### src/rtl/irq_prio_pkg.sv
package irq_prio_pkg;

  typedef enum logic [3:0] {
    RG_NONE,
    RG_GROUP,
    RG_PEND,
    RG_FALIAS,
    RG_CLEAR,
    RG_STAT,
    RG_BCAST,
    RG_MASK,
    RG_FORCE,
    RG_EXT
  } region_e;

  typedef struct packed {
    region_e    rg;
    logic [3:0] idx;
  } dec_t;

  // word index inside the global window (address bits 5:2); these
  // positions are software-visible and fixed
  localparam logic [3:0] W_GROUP  = 4'd0;
  localparam logic [3:0] W_PEND   = 4'd1;
  localparam logic [3:0] W_FALIAS = 4'd2;
  localparam logic [3:0] W_CLEAR  = 4'd3;
  localparam logic [3:0] W_STAT   = 4'd4;
  localparam logic [3:0] W_BCAST  = 4'd5;

  // bank select on address bits 7:6
  localparam logic [1:0] B_GLOBAL = 2'd0;
  localparam logic [1:0] B_MASK   = 2'd1;
  localparam logic [1:0] B_FORCE  = 2'd2;
  localparam logic [1:0] B_EXT    = 2'd3;

endpackage

### src/rtl/irq_bus_decode.sv
module irq_bus_decode
  import irq_prio_pkg::*;
#(
  parameter int NCPU = 16
) (
  input  logic [7:0] addr,
  output dec_t       dec
);

  logic [3:0] word;
  assign word = addr[5:2];

  always_comb begin
    dec.rg  = RG_NONE;
    dec.idx = word;
    if (addr[1:0] == 2'b00) begin
      unique case (addr[7:6])
        B_GLOBAL: begin
          case (word)
            W_GROUP:  dec.rg = RG_GROUP;
            W_PEND:   dec.rg = RG_PEND;
            W_FALIAS: dec.rg = RG_FALIAS;
            W_CLEAR:  dec.rg = RG_CLEAR;
            W_STAT:   dec.rg = RG_STAT;
            W_BCAST:  dec.rg = RG_BCAST;
            default:  dec.rg = RG_NONE;
          endcase
        end
        B_MASK:  dec.rg = (int'(word) < NCPU) ? RG_MASK  : RG_NONE;
        B_FORCE: dec.rg = (int'(word) < NCPU) ? RG_FORCE : RG_NONE;
        B_EXT:   dec.rg = (int'(word) < NCPU) ? RG_EXT   : RG_NONE;
        default: dec.rg = RG_NONE;
      endcase
    end
  end

endmodule

### src/rtl/irq_state_regs.sv
module irq_state_regs
  import irq_prio_pkg::*;
#(
  parameter int NSRC = 16,
  parameter int NCPU = 16
) (
  input  logic                       clk,
  input  logic                       rst_n,
  input  dec_t                       dec,
  input  logic                       bus_wr,
  input  logic [31:0]                bus_wdata,
  input  logic [NSRC-1:0]            src_pulse,
  input  logic                       ack_valid,
  input  logic [3:0]                 ack_num,
  output logic [NSRC-1:0]            grp_o,
  output logic [NSRC-1:0]            pend_o,
  output logic [NSRC-1:0]            bcast_o,
  output logic [NCPU-1:0][NSRC-1:0]  mask_o,
  output logic [NCPU-1:0][NSRC-1:0]  frc_o,
  output logic [NCPU-1:0][3:0]       ext_o
);

  localparam logic [NSRC-1:0] VMASK = {{(NSRC-1){1'b1}}, 1'b0};

  logic [NSRC-1:0] wlow, whigh, ack_bits, clr_bits, req, req_pend, req_bc;
  logic [NSRC-1:0] grp_q, pend_q, bc_q;
  logic            alias_wr;

  assign wlow     = bus_wdata[NSRC-1:0] & VMASK;
  assign whigh    = bus_wdata[16 +: NSRC] & VMASK;
  assign ack_bits = ack_valid ? (NSRC'(1) << ack_num) : '0;
  assign clr_bits = ack_bits | ((bus_wr && dec.rg == RG_CLEAR) ? wlow : '0);
  assign req      = src_pulse & VMASK;
  assign req_pend = req & ~bc_q;
  assign req_bc   = req & bc_q;
  assign alias_wr = bus_wr && dec.rg == RG_FALIAS;

  always_ff @(posedge clk or negedge rst_n) begin
    if (!rst_n) begin
      grp_q  <= '0;
      pend_q <= '0;
      bc_q   <= '0;
    end else begin
      if (bus_wr && dec.rg == RG_GROUP) grp_q <= wlow;
      if (bus_wr && dec.rg == RG_BCAST) bc_q  <= wlow;
      // removal first, new requests last so a same-cycle request survives
      pend_q <= (pend_q & ~clr_bits) | req_pend;
    end
  end

  for (genvar c = 0; c < NCPU; c++) begin : g_cpu
    localparam bit IS_BOOT = (c == 0);
    logic [NSRC-1:0] frc_r, frc_n, msk_r;
    logic [3:0]      ext_r;
    logic            hit;

    assign hit = dec.idx == 4'(c);

    always_comb begin
      frc_n = frc_r;
      if (bus_wr && dec.rg == RG_FORCE && hit) frc_n = (frc_n | wlow) & ~whigh;
      if (IS_BOOT) begin
        if (alias_wr) frc_n = wlow;
        frc_n = frc_n & ~clr_bits;
      end
      frc_n = frc_n | req_bc;
    end

    always_ff @(posedge clk or negedge rst_n) begin
      if (!rst_n) begin
        frc_r <= '0;
        msk_r <= '0;
        ext_r <= '0;
      end else begin
        frc_r <= frc_n;
        if (bus_wr && dec.rg == RG_MASK && hit) msk_r <= wlow;
        if (bus_wr && dec.rg == RG_EXT && hit)  ext_r <= bus_wdata[3:0];
      end
    end

    assign frc_o[c]  = frc_r;
    assign mask_o[c] = msk_r;
    assign ext_o[c]  = ext_r;
  end

  assign grp_o   = grp_q;
  assign pend_o  = pend_q;
  assign bcast_o = bc_q;

endmodule

### src/rtl/irq_level_out.sv
module irq_level_out #(
  parameter int NSRC = 16,
  localparam int LW  = $clog2(NSRC)
) (
  input  logic            clk,
  input  logic            rst_n,
  input  logic [NSRC-1:0] pend,
  input  logic [NSRC-1:0] frc0,
  input  logic [NSRC-1:0] mask0,
  input  logic [NSRC-1:0] grp,
  output logic [LW-1:0]   level
);

  logic [NSRC-1:0] active, hi, lo, sel;
  logic [LW-1:0]   enc, level_q;

  assign active = (pend | frc0) & mask0;
  assign hi     = active & grp;
  assign lo     = active & ~grp;
  assign sel    = (|hi) ? hi : lo;

  // highest set index wins; bit 0 is never set so 0 means idle
  always_comb begin
    enc = '0;
    for (int i = 1; i < NSRC; i++) begin
      if (sel[i]) enc = LW'(i);
    end
  end

  always_ff @(posedge clk or negedge rst_n) begin
    if (!rst_n) level_q <= '0;
    else        level_q <= enc;
  end

  assign level = level_q;

endmodule

### src/rtl/irq_read_mux.sv
module irq_read_mux
  import irq_prio_pkg::*;
#(
  parameter int NSRC = 16,
  parameter int NCPU = 16
) (
  input  logic                      clk,
  input  logic                      rst_n,
  input  logic                      bus_rd,
  input  dec_t                      dec,
  input  logic [NSRC-1:0]           grp,
  input  logic [NSRC-1:0]           pend,
  input  logic [NSRC-1:0]           bcast,
  input  logic [NCPU-1:0][NSRC-1:0] mask,
  input  logic [NCPU-1:0][NSRC-1:0] frc,
  input  logic [NCPU-1:0][3:0]      ext,
  output logic [31:0]               rdata
);

  logic [31:0] val, rdata_q;

  always_comb begin
    case (dec.rg)
      RG_GROUP:  val = 32'(grp);
      RG_PEND:   val = 32'(pend);
      RG_FALIAS: val = 32'(frc[0]);
      RG_BCAST:  val = 32'(bcast);
      RG_MASK:   val = 32'(mask[dec.idx]);
      RG_FORCE:  val = 32'(frc[dec.idx]);
      RG_EXT:    val = 32'(ext[dec.idx]);
      default:   val = '0;
    endcase
  end

  always_ff @(posedge clk or negedge rst_n) begin
    if (!rst_n) rdata_q <= '0;
    else        rdata_q <= bus_rd ? val : '0;
  end

  assign rdata = rdata_q;

endmodule

### src/rtl/irq_prio_ctrl.sv
module irq_prio_ctrl
  import irq_prio_pkg::*;
#(
  parameter int NSRC = 16,
  parameter int NCPU = 16
) (
  input  logic                     clk,
  input  logic                     rst_n,
  input  logic [NSRC-1:0]          src_pulse,
  input  logic [7:0]               bus_addr,
  input  logic                     bus_wr,
  input  logic [31:0]              bus_wdata,
  input  logic                     bus_rd,
  output logic [31:0]              bus_rdata,
  input  logic                     ack_valid,
  input  logic [3:0]               ack_num,
  output logic [$clog2(NSRC)-1:0]  irq_level
);

  dec_t                      dec;
  logic [NSRC-1:0]           grp_w, pend_w, bcast_w;
  logic [NCPU-1:0][NSRC-1:0] mask_w, frc_w;
  logic [NCPU-1:0][3:0]      ext_w;

  irq_bus_decode #(.NCPU(NCPU)) u_dec (
    .addr (bus_addr),
    .dec  (dec)
  );

  irq_state_regs #(.NSRC(NSRC), .NCPU(NCPU)) u_regs (
    .clk       (clk),
    .rst_n     (rst_n),
    .dec       (dec),
    .bus_wr    (bus_wr),
    .bus_wdata (bus_wdata),
    .src_pulse (src_pulse),
    .ack_valid (ack_valid),
    .ack_num   (ack_num),
    .grp_o     (grp_w),
    .pend_o    (pend_w),
    .bcast_o   (bcast_w),
    .mask_o    (mask_w),
    .frc_o     (frc_w),
    .ext_o     (ext_w)
  );

  irq_level_out #(.NSRC(NSRC)) u_lvl (
    .clk   (clk),
    .rst_n (rst_n),
    .pend  (pend_w),
    .frc0  (frc_w[0]),
    .mask0 (mask_w[0]),
    .grp   (grp_w),
    .level (irq_level)
  );

  irq_read_mux #(.NSRC(NSRC), .NCPU(NCPU)) u_rd (
    .clk    (clk),
    .rst_n  (rst_n),
    .bus_rd (bus_rd),
    .dec    (dec),
    .grp    (grp_w),
    .pend   (pend_w),
    .bcast  (bcast_w),
    .mask   (mask_w),
    .frc    (frc_w),
    .ext    (ext_w),
    .rdata  (bus_rdata)
  );

endmodule

### config.mk
export PLATFORM = sky130hd
export DESIGN_NAME = irq_prio_ctrl
export DESIGN_NICKNAME = d
export VERILOG_FILES = /design/src/rtl/irq_prio_pkg.sv /design/src/rtl/irq_bus_decode.sv /design/src/rtl/irq_state_regs.sv /design/src/rtl/irq_level_out.sv /design/src/rtl/irq_read_mux.sv /design/src/rtl/irq_prio_ctrl.sv
export SDC_FILE = /design/constraint.sdc
export NUM_CORES = 1
export LEC_CHECK = 0
export BUFFER_PORTS_ARGS = -buffer_cell sky130_fd_sc_hd__buf_2
export CAP_MARGIN = 20
export CORE_MARGIN = 10
export CORE_UTILIZATION = 56
export DETAILED_ROUTE_END_ITERATION = 6
export GPL_ROUTABILITY_DRIVEN = 0
export GPL_TIMING_DRIVEN = 0
export HOLD_SLACK_MARGIN = 0.02
export PLACE_DENSITY = 0.77
export RECOVER_POWER = 25
export REMOVE_ABC_BUFFERS = 1
export SYNTH_ARGS = -nofsm -noshare
export SYNTH_HDL_FRONTEND = slang
export SYNTH_SLANG_ARGS = --single-unit
### constraint.sdc
create_clock -name clk -period 4 [get_ports clk]
set_input_delay 1.2 -clock clk [delete_from_list [all_inputs] [get_ports clk]]
set_output_delay 1.2 -clock clk [all_outputs]
set_load 0.05 [all_outputs]
# --- Yosys cells after proc, flatten, opt, wreduce, memory -nomap -nowiden ---
# Cells that the tools add are included.
classes:
  magnitude_cmp: 1
  n_eq_ne: 26
  shift: 1
  muxes: 46
  bitwise_logic: 62
  n_reduce_logical: 59
op_table:
  columns: ["op", "n"]
  rows:
  - ["$or 16x16->16", 35]
  - ["$and 16x16->16", 23]
  - ["$mux 16", 23]
  - ["$bmux 16 s4", 2]
  - ["$pmux 16 s7", 1]
  - ["$mux 4", 16]
  - ["$not 16->16", 4]
  - ["$logic_and 1x1->1", 55]
  - ["$eq 4x4->1 const B", 10]
  - ["$eq 4x3->1 const B", 7]
  - ["$pmux 3 s6", 1]
  - ["$bmux 4 s4", 1]
  - ["$eq 4x2->1 const B", 4]
  - ["$pmux 4 s4", 1]
  - ["$reduce_or 16->1", 1]
  - ["$shl 1x4->16 const A", 1]
  - ["$eq 4x1->1 const B", 2]
  - ["$lt 4x5->1 const B", 1]
  - ["$eq 2x2->1 const B", 2]
  - ["$logic_not 2->1", 2]
  - ["$logic_not 4->1", 1]
  - ["$eq 2x1->1 const B", 1]
  - ["$mux 1", 1]
totals:
  reg_bits: 642
  in_bits: 65
  output_inout_bits: 36
  elab_cells: 248

# --- Depth between registers and ports, before layout ---
logic_depth:
  depth_word: 20
  mapped_depth: 11
  ltp_nobuf: 7

# --- Modules after synthesis ---
# From an unflattened synthesis, not the netlist that was laid out.
hier_totals:
  hier_cells: 2637
  area_unflattened_um2: 31596.6
by_module_without_submodules:
  columns: ["mod", "n_inst", "cells_each", "area_each_um2", "seq_area_each_um2"]
  rows:
  - ["irq_state_regs", 1, 2086, 25140.4, 14789.2]
  - ["irq_read_mux", 1, 463, 5738.0, 400.4]
  - ["irq_level_out", 1, 70, 605.6, 100.1]
  - ["irq_bus_decode", 1, 18, 112.6, 0.0]

# --- Least setup slack after synthesis ---
# OpenSTA, ideal clock, no wires.
synth_timing:
  path_kind: "input port to flip-flop"
  start: "input port bus_addr[2]"
  end: "register u_rd.rdata_q[14] (netlist: u_rd.rdata[14])"
  setup_ns: 0.137
  arrival_ns: 3.234
  t_required_ns: 3.863
  slack_ns: 0.629
  path_stages: 7
  path_buffers: 3
  cell_sequence: "buf_2 > buf_6 > clkbuf_1 > mux4_2 > mux4_2 > a22oi_1 > a31oi_1"
synth_between:
  elab_chain_cells: 7
  elab_cells_between_ends: 22
  cone_classes: "eq/ne: 12; mux: 9; reduce/logical: 1"
synth_lines:
  columns: ["item", "line_no", "rtl"]
  rows:
  - ["start: declaration", "irq_prio_ctrl.sv:10", "input logic [7:0] bus_addr,"]
  - ["$eq 4x3->1 (tied with other cells)", "irq_bus_decode.sv:19", "case (word)"]
  - ["$pmux 3 s6", "irq_bus_decode.sv:19", null]
  - ["$pmux 4 s4", "irq_bus_decode.sv:17", "unique case (addr[7:6])"]
  - ["$mux 4", "irq_bus_decode.sv:16", "if (addr[1:0] == 2'b00) begin"]
  - ["$eq 4x4->1 (tied with other cells)", "irq_read_mux.sv:23", "case (dec.rg)"]
  - ["$pmux 16 s7 *", "irq_read_mux.sv:23", null]
  - ["$mux 16 *", "irq_read_mux.sv:37", "else rdata_q <= bus_rd ? val : '0;"]
  - ["end signal: assignment", "irq_read_mux.sv:37", null]
  - ["end: declaration", "irq_read_mux.sv:20", "logic [31:0] val, rdata_q;"]
# Mark *: on every way between the ends. The rest lies on a longest branch, timed or not. The select of a mux whose other input is x is not followed.
# A chain may end at the register's enable or synchronous reset.

# --- Final worst setup path ---
layout_timing:
  start: "input port bus_addr[2]"
  end: "register u_regs.g_cpu[12].msk_r[12]"
layout_between:
  elab_chain_cells: 7
  elab_cells_between_ends: 13
  cone_classes: "eq/ne: 7; mux: 3; reduce/logical: 3"
layout_lines:
  columns: ["item", "line_no", "rtl"]
  rows:
  - ["$eq 4x3->1 (tied with other cells)", "irq_bus_decode.sv:19", null]
  - ["$pmux 3 s6", "irq_bus_decode.sv:19", null]
  - ["$pmux 4 s4", "irq_bus_decode.sv:17", null]
  - ["$mux 4", "irq_bus_decode.sv:16", null]
  - ["$eq 4x3->1", "irq_state_regs.sv:76", "if (bus_wr && dec.rg == RG_MASK && hit) msk_r <= wlow;"]
  - ["$logic_and 1x1->1", "irq_state_regs.sv:76", null]
  - ["$logic_and 1x1->1 *", "irq_state_regs.sv:76", null]
  - ["end signal: assignment", "irq_state_regs.sv:76", null]
  - ["end: declaration", "irq_state_regs.sv:53", "logic [NSRC-1:0] frc_r, frc_n, msk_r;"]
# Mark *: on every way between the ends. The rest lies on a longest branch, timed or not.

==> results.md <==
* Switch share at roughly 27%
* Overflow after GRT at 0
* Worst Path Max Fanout at 37
* Worst-path clk slew at around 70 ps
* Drt pass-1 iters at 6
* Number of port buffers at 82
* Die Width at between 200 and 300 µm
* Die area at approximately 0.064 mm²
* Netlist Area Pre-Place at about 0.030 mm²
* Critical path's top delay family: simple AND/OR/NAND/NOR gates
* Yosys top cell by area: dfrtp_1
* Worst-Margin Slew at 1110 ps
* Top cells by count, synth: dfrtp_1 (611), mux2_2 (290), o21ai_0 (260), a21oi_1 (244), and2_1 (228)
* Critical path arrival at 4350 ps
* Predominant post-synthesis flop cell: dfrtp_1
* Synth top area cells: dfrtp_1 (51%), mux4_2 (13%), mux2_2 (11%)
* Reg power frac at between 40 and 50%
* Total GRT Usage at 24.9%
* R2R depth at 7
* Layout cell share with drive strength beyond 1 at between 20% and 30%
* Dpl cells at between 2k and 3k
* Switching power at approximately 4600 µW
* First-pass GRT wire length at approximately 120 mm
* Slew headroom at ~26%
* Unique masters post-synth at slightly below 60
* Async SR Flop Fraction at 100%
* Row Count at 84
* Core box area at around 0.053 mm²
* Io pins at 101
* Hold Fails Final Rpt at 0
* Routed Wire Length at 79.3 mm
* Skew final at roughly 12 ps
* Combinational share of power at ~16%
* Synth-to-Final Area Change at 11.1%
* # hold bufs at CTS at 0
* Critical path endpoint category: flip-flop
* Num Clock Sinks at 611
* Cell Int Power at about 12000 µW
* Worst R2R Setup Slack at 530 ps
* Post-synthesis cell count at between 2k and 2.5k
* Critical R2R Capture: u_lvl.level[0]
* CTS tree: done
* Hold WC Path Type: input port to asynchronous set/reset pin
* YS warnings at 0
* Final HPWL DP at between 50 and 60 mm
* Worst Setup Path Type: input port to flip-flop
* CTS Buf Count at between 60 and 70
* Vias in the first global route at 21.6k
* Post-layout min period at 3860 ps
* F_max at 259 MHz
* Hold Worst Slack at about 470 ps
* P_leak at approximately 0.015 µW
* VDD IR max at around 0.38 mV
* Clk_lat worst skew at approximately 640 ps
* Drt via density at 6.55
* Placed inst area at between 0.03 and 0.04 mm²
* Longest individual stage delay on the worst path at ~400 ps
* Final core utilization at 63.2%
* Clk pwr share at between 30% and 40%
* CTS H-tree depth at 2
* RSZ-0062 raised after global routing: false
* Status: finished clean
* Worst r2r src: u_regs.g_cpu[0].frc_r[3]
* Max Cap Viol at 0
* Post-route ant nets at 0
* Via Count at a little over 20k
* Post-route insts no fill at approximately 3.1k
* PwrDens at about 500 mW/mm²
* Synth top area share at approximately 51%
* Startpoint types: input port
* NumNets Final at around 2.5k
* Most instantiated library cell after synthesis: dfrtp_1
* CP max stage cell: nor2_8
* Initial Util at 56.9%
* Post-route DRC at 0
* Register area share after synthesis at between 50% and 60%
* Worst-path cell chain: buf_8 > buf_16 > nor2b_4 > o21ba_2 > o21ai_4 > nor2_8 > nand2_8 > nor4_4 > buf_8 > mux2_1
* Final instance area at 0.0335 mm²
* CP Buf/Inv Count at 3
* Syn Area/Cell at around 12 µm²
* Largest net degree at the start of global routing at between 100 and 150
* Post-synth EDFFs at 0
* Final setup violation count at 0
* #FFs+latches synth at 611
* Drt wl/cell at around 25 µm
* Root buf cell: clkbuf_16
* Top cell by count, worst path: buf_8
* CTS Buffer Depth at 3
* Antenna violations before repair at 4
* Max-slew violation count at 0
* Die Y at between 200 and 300 µm
* Detailed Route Iter0 Violations at about 2.2k
* Final Cycle Share at between 90% and 100%
* Worst EP required at about 4500 ps
cells in the final DEF (no fill, tap or decap), types with 17 or more instances in the layout:
cell type  count
clkbuf_8      19
and2_1       228
inv_1         17
mux4_2       168
clkbuf_16     64
mux2_2       290
dfrtp_1      611
o21ai_0      260
a22oi_1       50
clkbuf_1      30
buf_2         57
nand2_1       73
mux2_1        44
a21oi_1      244
nand3_1       17
o211ai_1      32
repair_timing:
item                                    CTS  global route
setup buffers                             7             4
endpoints found under the setup margin  320           115
cloned                                    1             1
gates resized for setup                  11             2
pin swaps                                 6             5
area by class of cell:
cell class,count,area (µm²)
repair buffers,128,1240
fillers,3823,19500
well taps,688,861
clock buffers,91,1870
diodes,2,5.00
multi-input cells,1568,13800
clock inverters,23,307
inverters,17,63.8
flip-flops and latches,611,15300
through the flow:
stage | total power (µW) | TNS [ps] | setup slack [ps]
after global routing | 17700 | 0 | 2.32
after detailed placement | 10900 | -429690 | -1770
final | 17000 | 0 | 145
after global placement | 10700 | -8853720 | -10170
after floorplan | 9830 | -6360 | -424
after CTS | 17000 | 0 | 1.29
worst register-to-register path: cells and delay by family (launching register included):
family	cells	cell delay [ps]
DFF	1	480
AOI/OAI and AO/OA	4	1500
and+or+nand+nor	3	1330
how the worst max path moves through the flow:
stage,slack (ps),cells past startpoint,startpoint,endpoint
CTS,1,9,bus_addr[3],u_regs.g_cpu[10].msk_r[5]
detailed placement,-1770,10,bus_addr[2],u_regs.g_cpu[0].frc_r[15]
floorplan,-420,6,bus_addr[1],u_regs.g_cpu[12].frc_r[10]
global placement,-10170,1,rst_n,u_regs.g_cpu[10].msk_r[7]
global route,2,10,bus_addr[2],u_regs.g_cpu[12].msk_r[6]
finish,140,10,bus_addr[2],u_regs.g_cpu[12].msk_r[12]
registers in the layout, indices dropped and copies added, names as in the netlist:
signal / flops
u_regs.pend_o: 16
u_rd.rdata: 16
u_regs.g_cpu.msk_r: 240
u_regs.g_cpu.ext_r: 64
u_lvl.level: 4
u_regs.grp_o: 15
u_regs.bcast_o: 15
u_regs.g_cpu.frc_r: 241
per-layer routing:
metal	vias up	routed length (µm)	track usage, %
li1	8789	-	-
met1	10600	31800	32.9
met2	916	37800	39.1
met3	162	7000	6.02
met4	0	2710	10.0
met5	-	0	0
power groups by stage:
stage	clock, µW	sequential [µW]	combinational [µW]
after floorplan	0	8030	1800
after global placement	0	8150	2510
after detailed placement	0	8230	2650
after CTS	6190	8140	2690
after global routing	6450	8300	2990
final	6130	8170	2720
kinds of logic (layout without fill, tap and decap cells):
logic type	count (synthesis)	count (layout)	synth area share, %
compound gates	635	635	11.7
flops	611	611	50.7
mux	506	506	25.2
simple gates	410	410	8.31
buf+inv	260	259	4.03
other cells	1	18	0.0124
xor+xnor	1	1	0.0291
(Power assumes the default switching activity.)
